==> src/rtl/coh_pkg.sv <==
package coh_pkg;
  typedef enum logic [1:0] {
    LS_SHARED = 2'd0,
    LS_SOLE   = 2'd1,
    LS_MOD    = 2'd2
  } line_st_e;

  typedef enum logic [1:0] {
    BC_READ  = 2'd0,
    BC_WRITE = 2'd1,
    BC_WBACK = 2'd2
  } bus_cmd_e;

  typedef enum logic [1:0] {
    SQ_IDLE = 2'd0,
    SQ_LOOK = 2'd1,
    SQ_BUS  = 2'd2
  } seq_st_e;
endpackage

==> src/rtl/coh_line_table.sv <==
module coh_line_table
  import coh_pkg::*;
#(
  parameter int IDX_W  = 2,
  parameter int TAG_W  = 4,
  parameter int DATA_W = 16,
  localparam int LINES = 1 << IDX_W
) (
  input  logic              clk,
  input  logic              rst_n,
  // port A: processor sequencer
  input  logic [IDX_W-1:0]  a_idx,
  output logic [TAG_W-1:0]  a_tag,
  output line_st_e          a_st,
  output logic [DATA_W-1:0] a_data,
  input  logic              a_we,
  input  logic [TAG_W-1:0]  a_wtag,
  input  line_st_e          a_wst,
  input  logic [DATA_W-1:0] a_wdata,
  // port B: snoop responder
  input  logic [IDX_W-1:0]  b_idx,
  output logic [TAG_W-1:0]  b_tag,
  output line_st_e          b_st,
  output logic [DATA_W-1:0] b_data,
  input  logic              b_we,
  input  line_st_e          b_wst,
  input  logic              b_wdata_en,
  input  logic [DATA_W-1:0] b_wdata
);
  logic [TAG_W-1:0]  tag_q  [LINES];
  logic [DATA_W-1:0] data_q [LINES];
  line_st_e          st_q   [LINES];

  assign a_tag  = tag_q[a_idx];
  assign a_st   = st_q[a_idx];
  assign a_data = data_q[a_idx];
  assign b_tag  = tag_q[b_idx];
  assign b_st   = st_q[b_idx];
  assign b_data = data_q[b_idx];

  for (genvar i = 0; i < LINES; i++) begin : g_line
    always_ff @(posedge clk or negedge rst_n) begin
      if (!rst_n) begin
        tag_q[i]  <= '0;
        data_q[i] <= '0;
        st_q[i]   <= LS_SHARED;
      end else if (a_we && a_idx == IDX_W'(i)) begin
        tag_q[i]  <= a_wtag;
        data_q[i] <= a_wdata;
        st_q[i]   <= a_wst;
      end else if (b_we && b_idx == IDX_W'(i)) begin
        st_q[i] <= b_wst;
        if (b_wdata_en) data_q[i] <= b_wdata;
      end
    end
  end

  // the sequencer must back off whenever a snoop touches its line
  assert_no_port_clash_R12: assert property (@(posedge clk) disable iff (!rst_n)
    (a_we && b_we) |-> (a_idx != b_idx));
endmodule

==> src/rtl/coh_snoop.sv <==
module coh_snoop
  import coh_pkg::*;
#(
  parameter int IDX_W  = 2,
  parameter int TAG_W  = 4,
  parameter int DATA_W = 16,
  localparam int ADDR_W = TAG_W + IDX_W
) (
  input  logic              snp_valid,
  input  logic [1:0]        snp_cmd,
  input  logic [ADDR_W-1:0] snp_addr,
  input  logic [DATA_W-1:0] snp_wdata,
  output logic [IDX_W-1:0]  line_idx,
  input  logic [TAG_W-1:0]  line_tag,
  input  line_st_e          line_st,
  input  logic [DATA_W-1:0] line_data,
  output logic              hit,
  output logic              shr_out,
  output logic              sup_valid,
  output logic [DATA_W-1:0] sup_data,
  output logic              tbl_we,
  output line_st_e          tbl_wst,
  output logic              tbl_wdata_en,
  output logic [DATA_W-1:0] tbl_wdata
);
  logic is_read, is_write;

  assign line_idx = snp_addr[IDX_W-1:0];
  assign is_read  = snp_cmd == 2'(BC_READ);
  assign is_write = snp_cmd == 2'(BC_WRITE);

  always_comb begin
    hit          = snp_valid && (is_read || is_write) &&
                   (line_tag == snp_addr[ADDR_W-1:IDX_W]);
    shr_out      = hit;
    sup_valid    = hit && is_read && (line_st == LS_MOD);
    sup_data     = line_data;
    tbl_we       = hit;
    tbl_wst      = LS_SHARED;
    tbl_wdata_en = hit && is_write;
    tbl_wdata    = snp_wdata;
  end
endmodule

==> src/rtl/coh_cpu_seq.sv <==
module coh_cpu_seq
  import coh_pkg::*;
#(
  parameter int IDX_W  = 2,
  parameter int TAG_W  = 4,
  parameter int DATA_W = 16,
  localparam int ADDR_W = TAG_W + IDX_W
) (
  input  logic              clk,
  input  logic              rst_n,
  input  logic              cpu_valid,
  output logic              cpu_ready,
  input  logic              cpu_write,
  input  logic [ADDR_W-1:0] cpu_addr,
  input  logic [DATA_W-1:0] cpu_wdata,
  output logic              cpu_rsp_valid,
  output logic [DATA_W-1:0] cpu_rdata,
  output logic              bus_req,
  input  logic              bus_gnt,
  output logic [1:0]        bus_cmd,
  output logic [ADDR_W-1:0] bus_addr,
  output logic [DATA_W-1:0] bus_wdata,
  input  logic [DATA_W-1:0] bus_rdata,
  input  logic              shr_in,
  input  logic              snp_conflict,
  output logic [IDX_W-1:0]  line_idx,
  input  logic [TAG_W-1:0]  line_tag,
  input  line_st_e          line_st,
  input  logic [DATA_W-1:0] line_data,
  output logic              tbl_we,
  output logic [TAG_W-1:0]  tbl_wtag,
  output line_st_e          tbl_wst,
  output logic [DATA_W-1:0] tbl_wdata
);
  seq_st_e           st_q, st_d;
  logic              wr_q;
  logic [TAG_W-1:0]  tag_q;
  logic [IDX_W-1:0]  idx_q;
  logic [DATA_W-1:0] wd_q;
  bus_cmd_e          cmd_q, cmd_d;
  logic [ADDR_W-1:0] ba_q, ba_d;
  logic [DATA_W-1:0] bd_q, bd_d;
  logic              tag_hit;
  line_st_e          sensed_st;

  assign line_idx  = idx_q;
  assign tag_hit   = line_tag == tag_q;
  assign sensed_st = shr_in ? LS_SHARED : LS_SOLE;

  assign cpu_ready = st_q == SQ_IDLE;
  assign bus_req   = st_q == SQ_BUS;
  assign bus_cmd   = cmd_q;
  assign bus_addr  = ba_q;
  assign bus_wdata = bd_q;
  assign cpu_rdata = line_data;

  always_comb begin
    st_d          = st_q;
    cmd_d         = cmd_q;
    ba_d          = ba_q;
    bd_d          = bd_q;
    tbl_we        = 1'b0;
    tbl_wtag      = tag_q;
    tbl_wst       = LS_MOD;
    tbl_wdata     = wd_q;
    cpu_rsp_valid = 1'b0;
    unique case (st_q)
      SQ_IDLE: if (cpu_valid) st_d = SQ_LOOK;
      SQ_LOOK: begin
        if (!snp_conflict) begin
          if (tag_hit) begin
            if (!wr_q) begin
              cpu_rsp_valid = 1'b1;
              st_d          = SQ_IDLE;
            end else if (line_st == LS_SHARED) begin
              cmd_d = BC_WRITE;
              ba_d  = {tag_q, idx_q};
              bd_d  = wd_q;
              st_d  = SQ_BUS;
            end else begin
              tbl_we        = 1'b1;
              tbl_wst       = LS_MOD;
              cpu_rsp_valid = 1'b1;
              st_d          = SQ_IDLE;
            end
          end else if (line_st == LS_MOD) begin
            cmd_d = BC_WBACK;
            ba_d  = {line_tag, idx_q};
            bd_d  = line_data;
            st_d  = SQ_BUS;
          end else begin
            cmd_d = BC_READ;
            ba_d  = {tag_q, idx_q};
            st_d  = SQ_BUS;
          end
        end
      end
      SQ_BUS: begin
        if (bus_gnt) begin
          unique case (cmd_q)
            BC_READ: begin
              tbl_we    = 1'b1;
              tbl_wdata = bus_rdata;
              tbl_wst   = sensed_st;
              st_d      = SQ_LOOK;
            end
            BC_WRITE: begin
              tbl_we        = 1'b1;
              tbl_wst       = sensed_st;
              cpu_rsp_valid = 1'b1;
              st_d          = SQ_IDLE;
            end
            default: begin
              tbl_we    = 1'b1;
              tbl_wtag  = line_tag;
              tbl_wdata = line_data;
              tbl_wst   = LS_SOLE;
              st_d      = SQ_LOOK;
            end
          endcase
        end else if (snp_conflict) begin
          st_d = SQ_LOOK;
        end
      end
      default: st_d = SQ_IDLE;
    endcase
  end

  always_ff @(posedge clk or negedge rst_n) begin
    if (!rst_n) begin
      st_q  <= SQ_IDLE;
      wr_q  <= 1'b0;
      tag_q <= '0;
      idx_q <= '0;
      wd_q  <= '0;
      cmd_q <= BC_READ;
      ba_q  <= '0;
      bd_q  <= '0;
    end else begin
      st_q  <= st_d;
      cmd_q <= cmd_d;
      ba_q  <= ba_d;
      bd_q  <= bd_d;
      if (cpu_valid && cpu_ready) begin
        wr_q  <= cpu_write;
        tag_q <= cpu_addr[ADDR_W-1:IDX_W];
        idx_q <= cpu_addr[IDX_W-1:0];
        wd_q  <= cpu_wdata;
      end
    end
  end

  // an ungranted request keeps its command and address unless withdrawn
  assert_req_hold_R12: assert property (@(posedge clk) disable iff (!rst_n)
    (bus_req && !bus_gnt && !snp_conflict) |=>
      (bus_req && $stable(bus_cmd) && $stable(bus_addr)));
  // a grant only answers a request
  assert_gnt_has_req_R12: assert property (@(posedge clk) disable iff (!rst_n)
    bus_gnt |-> bus_req);
  // once a request is taken the controller is busy
  assert_busy_after_accept_R2: assert property (@(posedge clk) disable iff (!rst_n)
    (cpu_valid && cpu_ready) |=> !cpu_ready);
  // a completion is a single-cycle strobe
  assert_rsp_single_R2: assert property (@(posedge clk) disable iff (!rst_n)
    cpu_rsp_valid |=> !cpu_rsp_valid);
endmodule

==> src/rtl/coh_wt_update_ctrl.sv <==
module coh_wt_update_ctrl
  import coh_pkg::*;
#(
  parameter int IDX_W  = 2,
  parameter int TAG_W  = 4,
  parameter int DATA_W = 16,
  localparam int ADDR_W = TAG_W + IDX_W
) (
  input  logic              clk,
  input  logic              rst_n,
  input  logic              cpu_valid,
  output logic              cpu_ready,
  input  logic              cpu_write,
  input  logic [ADDR_W-1:0] cpu_addr,
  input  logic [DATA_W-1:0] cpu_wdata,
  output logic              cpu_rsp_valid,
  output logic [DATA_W-1:0] cpu_rdata,
  output logic              bus_req,
  input  logic              bus_gnt,
  output logic [1:0]        bus_cmd,
  output logic [ADDR_W-1:0] bus_addr,
  output logic [DATA_W-1:0] bus_wdata,
  input  logic [DATA_W-1:0] bus_rdata,
  input  logic              shr_in,
  input  logic              snp_valid,
  input  logic [1:0]        snp_cmd,
  input  logic [ADDR_W-1:0] snp_addr,
  input  logic [DATA_W-1:0] snp_wdata,
  output logic              shr_out,
  output logic              sup_valid,
  output logic [DATA_W-1:0] sup_data,
  output logic              upd_valid,
  output logic [IDX_W-1:0]  upd_idx,
  output logic [DATA_W-1:0] upd_data
);
  logic [IDX_W-1:0]  a_idx, b_idx;
  logic [TAG_W-1:0]  a_tag, b_tag, a_wtag;
  line_st_e          a_st, b_st, a_wst, b_wst;
  logic [DATA_W-1:0] a_data, b_data, a_wdata, b_wdata;
  logic              a_we, b_we, b_wdata_en;
  logic              snp_hit, snp_conflict;

  coh_line_table #(.IDX_W(IDX_W), .TAG_W(TAG_W), .DATA_W(DATA_W)) u_table (
    .clk, .rst_n,
    .a_idx, .a_tag, .a_st, .a_data, .a_we, .a_wtag, .a_wst, .a_wdata,
    .b_idx, .b_tag, .b_st, .b_data, .b_we, .b_wst, .b_wdata_en, .b_wdata
  );

  coh_snoop #(.IDX_W(IDX_W), .TAG_W(TAG_W), .DATA_W(DATA_W)) u_snoop (
    .snp_valid, .snp_cmd, .snp_addr, .snp_wdata,
    .line_idx(b_idx), .line_tag(b_tag), .line_st(b_st), .line_data(b_data),
    .hit(snp_hit), .shr_out, .sup_valid, .sup_data,
    .tbl_we(b_we), .tbl_wst(b_wst), .tbl_wdata_en(b_wdata_en), .tbl_wdata(b_wdata)
  );

  assign snp_conflict = snp_hit && (b_idx == a_idx);

  coh_cpu_seq #(.IDX_W(IDX_W), .TAG_W(TAG_W), .DATA_W(DATA_W)) u_seq (
    .clk, .rst_n,
    .cpu_valid, .cpu_ready, .cpu_write, .cpu_addr, .cpu_wdata,
    .cpu_rsp_valid, .cpu_rdata,
    .bus_req, .bus_gnt, .bus_cmd, .bus_addr, .bus_wdata, .bus_rdata, .shr_in,
    .snp_conflict,
    .line_idx(a_idx), .line_tag(a_tag), .line_st(a_st), .line_data(a_data),
    .tbl_we(a_we), .tbl_wtag(a_wtag), .tbl_wst(a_wst), .tbl_wdata(a_wdata)
  );

  assign upd_valid = b_wdata_en;
  assign upd_idx   = b_idx;
  assign upd_data  = b_wdata;

  // the shared line is driven only in answer to a snooped transaction
  assert_shr_only_on_snoop_R13: assert property (@(posedge clk) disable iff (!rst_n)
    shr_out |-> (snp_valid && snp_cmd != 2'(BC_WBACK)));
  // data is supplied only for a snooped read
  assert_supply_on_read_R7: assert property (@(posedge clk) disable iff (!rst_n)
    sup_valid |-> (snp_valid && snp_cmd == 2'(BC_READ) && shr_out));
  // after supplying, a snooped read of the same line asks for no supply again
  assert_supply_then_shared_R7: assert property (@(posedge clk) disable iff (!rst_n)
    sup_valid |=> !(sup_valid && snp_addr == $past(snp_addr)));
  // a local update comes only from a snooped write
  assert_update_on_write_R9: assert property (@(posedge clk) disable iff (!rst_n)
    upd_valid |-> (snp_valid && snp_cmd == 2'(BC_WRITE) && upd_data == snp_wdata));
  // the bus never snoops a controller in its own grant cycle
  assert_no_self_snoop_R12: assert property (@(posedge clk) disable iff (!rst_n)
    !(bus_gnt && snp_valid));
endmodule

==> config.mk <==
export PLATFORM = sky130hd
export DESIGN_NAME = coh_wt_update_ctrl
export DESIGN_NICKNAME = d
export VERILOG_FILES = /design/src/rtl/coh_pkg.sv /design/src/rtl/coh_line_table.sv /design/src/rtl/coh_snoop.sv /design/src/rtl/coh_cpu_seq.sv /design/src/rtl/coh_wt_update_ctrl.sv
export SDC_FILE = /design/constraint.sdc
export NUM_CORES = 1
export LEC_CHECK = 0
export ABC_AREA = 0
export ABC_CLOCK_PERIOD_IN_PS = 3370
export CORE_MARGIN = 2
export CORE_UTILIZATION = 30
export DETAILED_ROUTE_END_ITERATION = 6
export DONT_BUFFER_PORTS = 1
export GPL_TIMING_DRIVEN = 1
export SLEW_MARGIN = 0
export SYNTH_ARGS = -nofsm -noshare
export SYNTH_HDL_FRONTEND = slang
export SYNTH_SLANG_ARGS = --single-unit
==> constraint.sdc <==
create_clock -name clk -period 3.37 [get_ports clk]
set_input_delay 0 -clock clk [delete_from_list [all_inputs] [get_ports clk]]
set_output_delay 0 -clock clk [all_outputs]
set_load 0.01 [all_outputs]
Word level (Yosys, flattened, before mapping)
Cells that the tools add are included.

word-level totals
  bits in registers = 137
  bits of input ports = 69
  output and inout bits = 80
  word-level logic and storage cells = 162

operators by class
  muxes and demuxes = 78
  eq/ne operators = 20
  magnitude comparators = 2
  reduce and logical (&&, ||, !) cells = 39
  bitwise gates (word level) = 3

operator list
  cell                  number
  $mux W16              19
  $bmux W16 S2          2
  $mux W2               26
  $pmux W16 S2          1
  $mux W4               7
  $mux W6               4
  $reduce_bool A2 Y1    9
  $bmux W4 S2           2
  $logic_and A1 B1 Y1   15
  $eq A2 B2 Y1 const B  7
  $logic_not A2 Y1      6
  $mux W1               12
  $eq A2 B1 Y1 const B  5
  $bmux W2 S2           2
  $eq A4 B4 Y1          2
  $reduce_and A2 Y1     4
  $ge A3 B3 Y1 const B  2
  $ne A2 B2 Y1 const B  3
  $not A2 Y3            2
  $pmux W2 S3           1
  $reduce_and A5 Y1     1
  $pmux W1 S2           2
  $reduce_and A4 Y1     1
  $ne A3 B1 Y1 const B  1
  other kinds (6)       6

Longest topological paths before layout
  depth after elaboration = 13
  mapped depth = 11

Hierarchy
From an unflattened synthesis, not the netlist that was laid out.

unflattened totals
  cell total of the unflattened synthesis = 741
  area total of the unflattened synthesis = 8518.2 um^2

modules (own cells, without submodules)
  module              area each (um^2)  seq. area each (um^2)  cells an instance  times used
  coh_line_table      5051.1            2202.1                 414                1
  coh_cpu_seq         3045.4            1226.2                 269                1
  coh_snoop           397.9             0.0                    55                 1
  coh_wt_update_ctrl  23.8              0.0                    3                  1

Worst setup path before layout
No wires, ideal clock.

  kind = register to register
  start = register u_seq.idx_q[0], in the netlist u_seq.line_idx[0]
  end = register u_table.tag_q[12] in the netlist's numbering
  stages on the path, launching flop included = 9
  path slack = 948 ps
  required time = 3243 ps
  data arrival time = 2295 ps
  cell sequence = dfrtp_1 > buf_2 > buf_2 > mux4_2 > o211ai_2 > nor3_1 > a21oi_1 > buf_4 > mux2_1

between the ends
  word-level cells in the longest chain between the ends = 11
  elaborated cells on any way between the ends = 21
  classes of those cells = eq/ne (2); mux (14); bitwise (1); reduce/logical (4)

ends and longest elaborated chain
  element                                      RTL line                                    text
  start: declaration                           coh_cpu_seq.sv:38                           logic [IDX_W-1:0] idx_q;
  start signal: assignment                     coh_cpu_seq.sv:147                          idx_q <= cpu_addr[IDX_W-1:0];
  $not A2 Y3 (implied by the code)             coh_line_table.sv:34, coh_line_table.sv:35
  $bmux W2 S2                                  coh_line_table.sv:35                        assign a_st = st_q[a_idx];
  $mux W2 (implied by the code) (2 in series)  coh_line_table.sv:35
  $logic_not A2 Y1                             coh_cpu_seq.sv:75                           end else if (line_st == LS_SHARED) begin
  $mux W1                                      coh_cpu_seq.sv:75
  $mux W1                                      coh_cpu_seq.sv:72                           if (!wr_q) begin
  $mux W1                                      coh_cpu_seq.sv:71                           if (tag_hit) begin
  $mux W1                                      coh_cpu_seq.sv:70                           if (!snp_conflict) begin
  $pmux W1 S2                                  coh_cpu_seq.sv:67                           unique case (st_q)
  $logic_and A1 B1 Y1                          coh_line_table.sv:47                        end else if (a_we && a_idx == IDX_W'(i)) begin
  end signal: indexed assignment               coh_line_table.sv:48                        tag_q[i] <= a_wtag;
  end: declaration                             coh_line_table.sv:30                        logic [TAG_W-1:0] tag_q [LINES];

Parallel ways exist; a longest one is shown, timed or not. The select of a mux whose other input is x is not followed.
A chain may end at the register's enable or synchronous reset.

Worst setup path in the final report
  start = register u_seq.idx_q[1], in the netlist u_seq.line_idx[1]
  end = register u_table.data_q[57] in the netlist's numbering

between the ends
  word-level cells in the longest chain between the ends = 13
  elaborated cells on any way between the ends = 28
  classes of those cells = eq/ne (2); mux (18); bitwise (1); reduce/logical (7)

ends and longest elaborated chain
  element                                      RTL line                                                          text
  $not A2 Y3 (implied by the code)             coh_line_table.sv:34, coh_line_table.sv:35, coh_line_table.sv:36
  $bmux W2 S2                                  coh_line_table.sv:35
  $mux W2 (implied by the code) (2 in series)  coh_line_table.sv:35
  $logic_not A2 Y1                             coh_cpu_seq.sv:75
  $mux W1                                      coh_cpu_seq.sv:75
  $mux W1                                      coh_cpu_seq.sv:72
  $mux W1                                      coh_cpu_seq.sv:71
  $mux W1                                      coh_cpu_seq.sv:70
  $pmux W1 S2                                  coh_cpu_seq.sv:67
  $logic_and A1 B1 Y1                          coh_line_table.sv:47
  $reduce_bool A2 Y1 (no source line)          n/a
  $reduce_and A2 Y1 (no source line)           n/a
  end signal: indexed assignment               coh_line_table.sv:49                                              data_q[i] <= a_wdata;
  end signal: indexed assignment               coh_line_table.sv:53                                              if (b_wdata_en) data_q[i] <= b_wdata;
  end: declaration                             coh_line_table.sv:31                                              logic [DATA_W-1:0] data_q [LINES];

Parallel ways exist; a longest one is shown, timed or not. The select of a mux whose other input is x is not followed.

==> metrics.txt <==
RSZ-0062 raised after global routing=false; Worst Path Max Fanout=18; initial antenna violation count=4; YS warnings=0; DRT Pass-1 Iters=5; die area=28340 um2; Yosys top cell area share=42.30%; share of cells above drive strength 1=17.85%; grt total ovfl=0; Max Clk Rate=0.3517 GHz; row count=60; largest family of logic cells by synthesized area=multiplexers; # fillers=between 2000 and 3000; r2r setup slk=530 ps; leakage=4.230 nW; root buffer cell=clkbuf_16; Final Skew=15.84 ps; Final ANT Viol Nets=0; Post-Syn Area per Cell=10.39 um2; portion of netlist area occupied by mux cells=27.10%; Pins Over Slew Limit=0; Post-Route WL=~23000 um; placed cells=1064; Most used DFF post-synth=dfrtp_1; Clock Tree Buf Depth=2; Syn Std Cell Area=8104 um2; I/O pins=149; post-synthesis compound-gate area fraction=about an eighth; Final setup viols=0; WL/cell=20.33 um; Setup TNS=0 ps; Die Ht=between 150 and 200 um; Startpoint Class=register; Req. time, crit path=between 3000 and 4000 ps; CP arrival=3190 ps; clk sink count=137; Via density=5.280; final hold violations=0; H-Tree Depth=4; DRC=0; postcts setup bufs=0; CTS Hold Bufs=46; most common cell after layout, fill and taps aside=dfrtp_1; Slew headroom=43.76%; dominant cell type by area after synthesis=dfrtp_1; Mapped Cells=780; most frequent cells in the layout=dfrtp_1, a21oi_1, nor2_1; PwrDens=908.6 nW/um2; Synth Register Bits=137; Synth cell types=48; first-pass GRT wire length=35940 um; worst path cell trace=mux4_2 -> xnor2_1 -> nand4_1 -> nor3_1 -> a21oi_2 -> buf_4 -> nor2_1 -> a21oi_1; Async S/R FF share, synth=100.0%; Post-Synth Simple-Gate Area=10.34%; vias in the first global route=5900; Max Cap Viol=0; Setup crit end kind=register; # nets final=861; Placeable Area=~27000 um2; post-cts sizing count=0; final std cells w/o fill=around 1100; status=finished clean; largest net degree at the start of global routing=138; vias post-DR=slightly above 6000; GPL Wtd Cong=~0.86; syn nets=853; Max stage delay on crit path=a little under 700 ps; post-synthesis adder-cell area fraction=less than 1%; crit share post-route=84.36%; Worst path slowest cell=dfrtp_1; worst slew pin tran=841.5 ps; Die W=around 170 um; area delta synth->final=16.01%; # port buffers=0; Final Power=approximately 8.5 mW; worst-skew pair later-pin latency=430 ps; xor/xnor share of the synthesized area=1.297%; Hold Path Class=input port to output pin; EDFF count, synth=0; CTS tree=built; Starting Density=30.32%; dpl ws=495.6 ps; slack of the critical path=around 530 ps; sequential area share after synthesis=between 40% and 50%; hpwl dp=about 16000 um; Synth area leaders=dfrtp_1, mux4_2, mux2i_1, a21oi_1, mux2_2; Worst-path clk slew=approximately 60 ps; Total Routing Usage GR=between 15 and 20%; CP Class=register to register; initial drt markers=444; Worst VDD drop=317.9 uV; Num CTS Buffers=17; Period minus WS final=2843 ps
[path summary, 6_finish.rpt]
| check | end | start | depth (start not counted) |
|---|---|---|---|
| max | u_table.data_q[57]$_DFFE_PN0P_ | u_seq.line_idx[1]$_DFFE_PN0P_ | 8 |
| min | upd_data[4] | snp_wdata[4] | 0 |
| max reg2reg | u_table.data_q[57]$_DFFE_PN0P_ | u_seq.line_idx[1]$_DFFE_PN0P_ | 8 |
| min reg2reg | u_seq.wd_q[15]$_DFFE_PN0P_ | u_seq.wd_q[15]$_DFFE_PN0P_ | 1 |
| max in group asynchronous | u_seq.wd_q[12]$_DFFE_PN0P_ | rst_n | 2 |
| min in group asynchronous | u_table.tag_q[1]$_DFFE_PN0N_ | rst_n | 2 |
[cell usage after synthesis (all sizes together), types with 2 or more instances]
library cell / instances
nor3: 24
o21ai: 25
a21oi: 122
or2: 2
and2: 3
nand2b: 2
o22ai: 17
xor2: 2
clkbuf: 28
mux4: 38
buf: 49
xnor2: 10
a32oi: 2
o311ai: 2
o31ai: 2
nand3: 7
nor2: 91
mux2i: 78
nor3b: 2
nand4: 4
nor2b: 6
nand2: 34
a311oi: 2
dfrtp: 137
mux2: 47
ha: 4
and3: 4
inv: 25
[worst max-delay path, delay by kind of cell (launching register included)]
kind                   cells  cell delay (ps)
AO/OA/AOI/OAI              2              670
XOR/XNOR                   1              150
buffers and inverters      1              340
flip-flops                 1              680
multiplexers               1              430
AND/OR/NAND/NOR            3              480
[kinds of logic (layout without fill, tap and decap cells)]
logic type | after synthesis | in the layout
mux | 163 | 163
other cells | 0 | 4
flops | 137 | 137
simple gates | 184 | 184
fa+ha+maj | 4 | 4
xor+xnor | 12 | 12
buf+inv | 102 | 123
compound gates | 178 | 178
[layer usage]
layer,wire [um],GRT usage (%),vias to the layer above
met5,0,0,-
met4,597,6.747,0
met3,1764,5.078,34
met2,10410,25.35,205
met1,10520,22.14,2991
li1,-,-,2821
[stage by stage]
stage	hold slack [ps]	cell area, um2	utilization (%)
final	0.004317	9402	35.18
after global routing	0.01624	9397	35.16
after CTS	0.08137	9392	35.14
after detailed placement	-284.2	8327	31.16
after global placement	-284.1	8327	31.16
after floorplan	-295.6	8104	-
[state kept, by name, indices dropped and copies added, names as in the netlist]
register and flops:
u_seq.bus_wdata 16, u_seq.line_idx 2, u_seq.tag_q 4, u_table.st_q 8
u_table.data_q 64, u_seq.st_q 2, u_table.tag_q 16, u_seq.wr_q 1
u_seq.bus_addr 6, u_seq.bus_cmd 2, u_seq.wd_q 16
[power by group]
part	leakage, nW	internal (mW)	total (mW)	switching (mW)
sequential	1.74	2.35	2.96	0.610
combinational	2.21	1.60	3.71	2.11
clock	0.280	1.05	1.87	0.821
[area by class of cell]
| cell class | count | area (um2) | area share, % |
|---|---|---|---|
| Antenna cell | 4 | 10.01 | 0.1065 |
| Timing Repair Buffer | 66 | 678.2 | 7.213 |
| Multi-Input combinational cell | 541 | 4177 | 44.42 |
| Clock buffer | 17 | 425.4 | 4.525 |
| Tap cell | 341 | 426.7 | 4.538 |
| Inverter | 25 | 93.84 | 0.9981 |
| Sequential cell | 137 | 3430 | 36.48 |
| Clock inverter | 15 | 161.4 | 1.717 |
No activity file was read; power rests on OpenSTA's default activity.
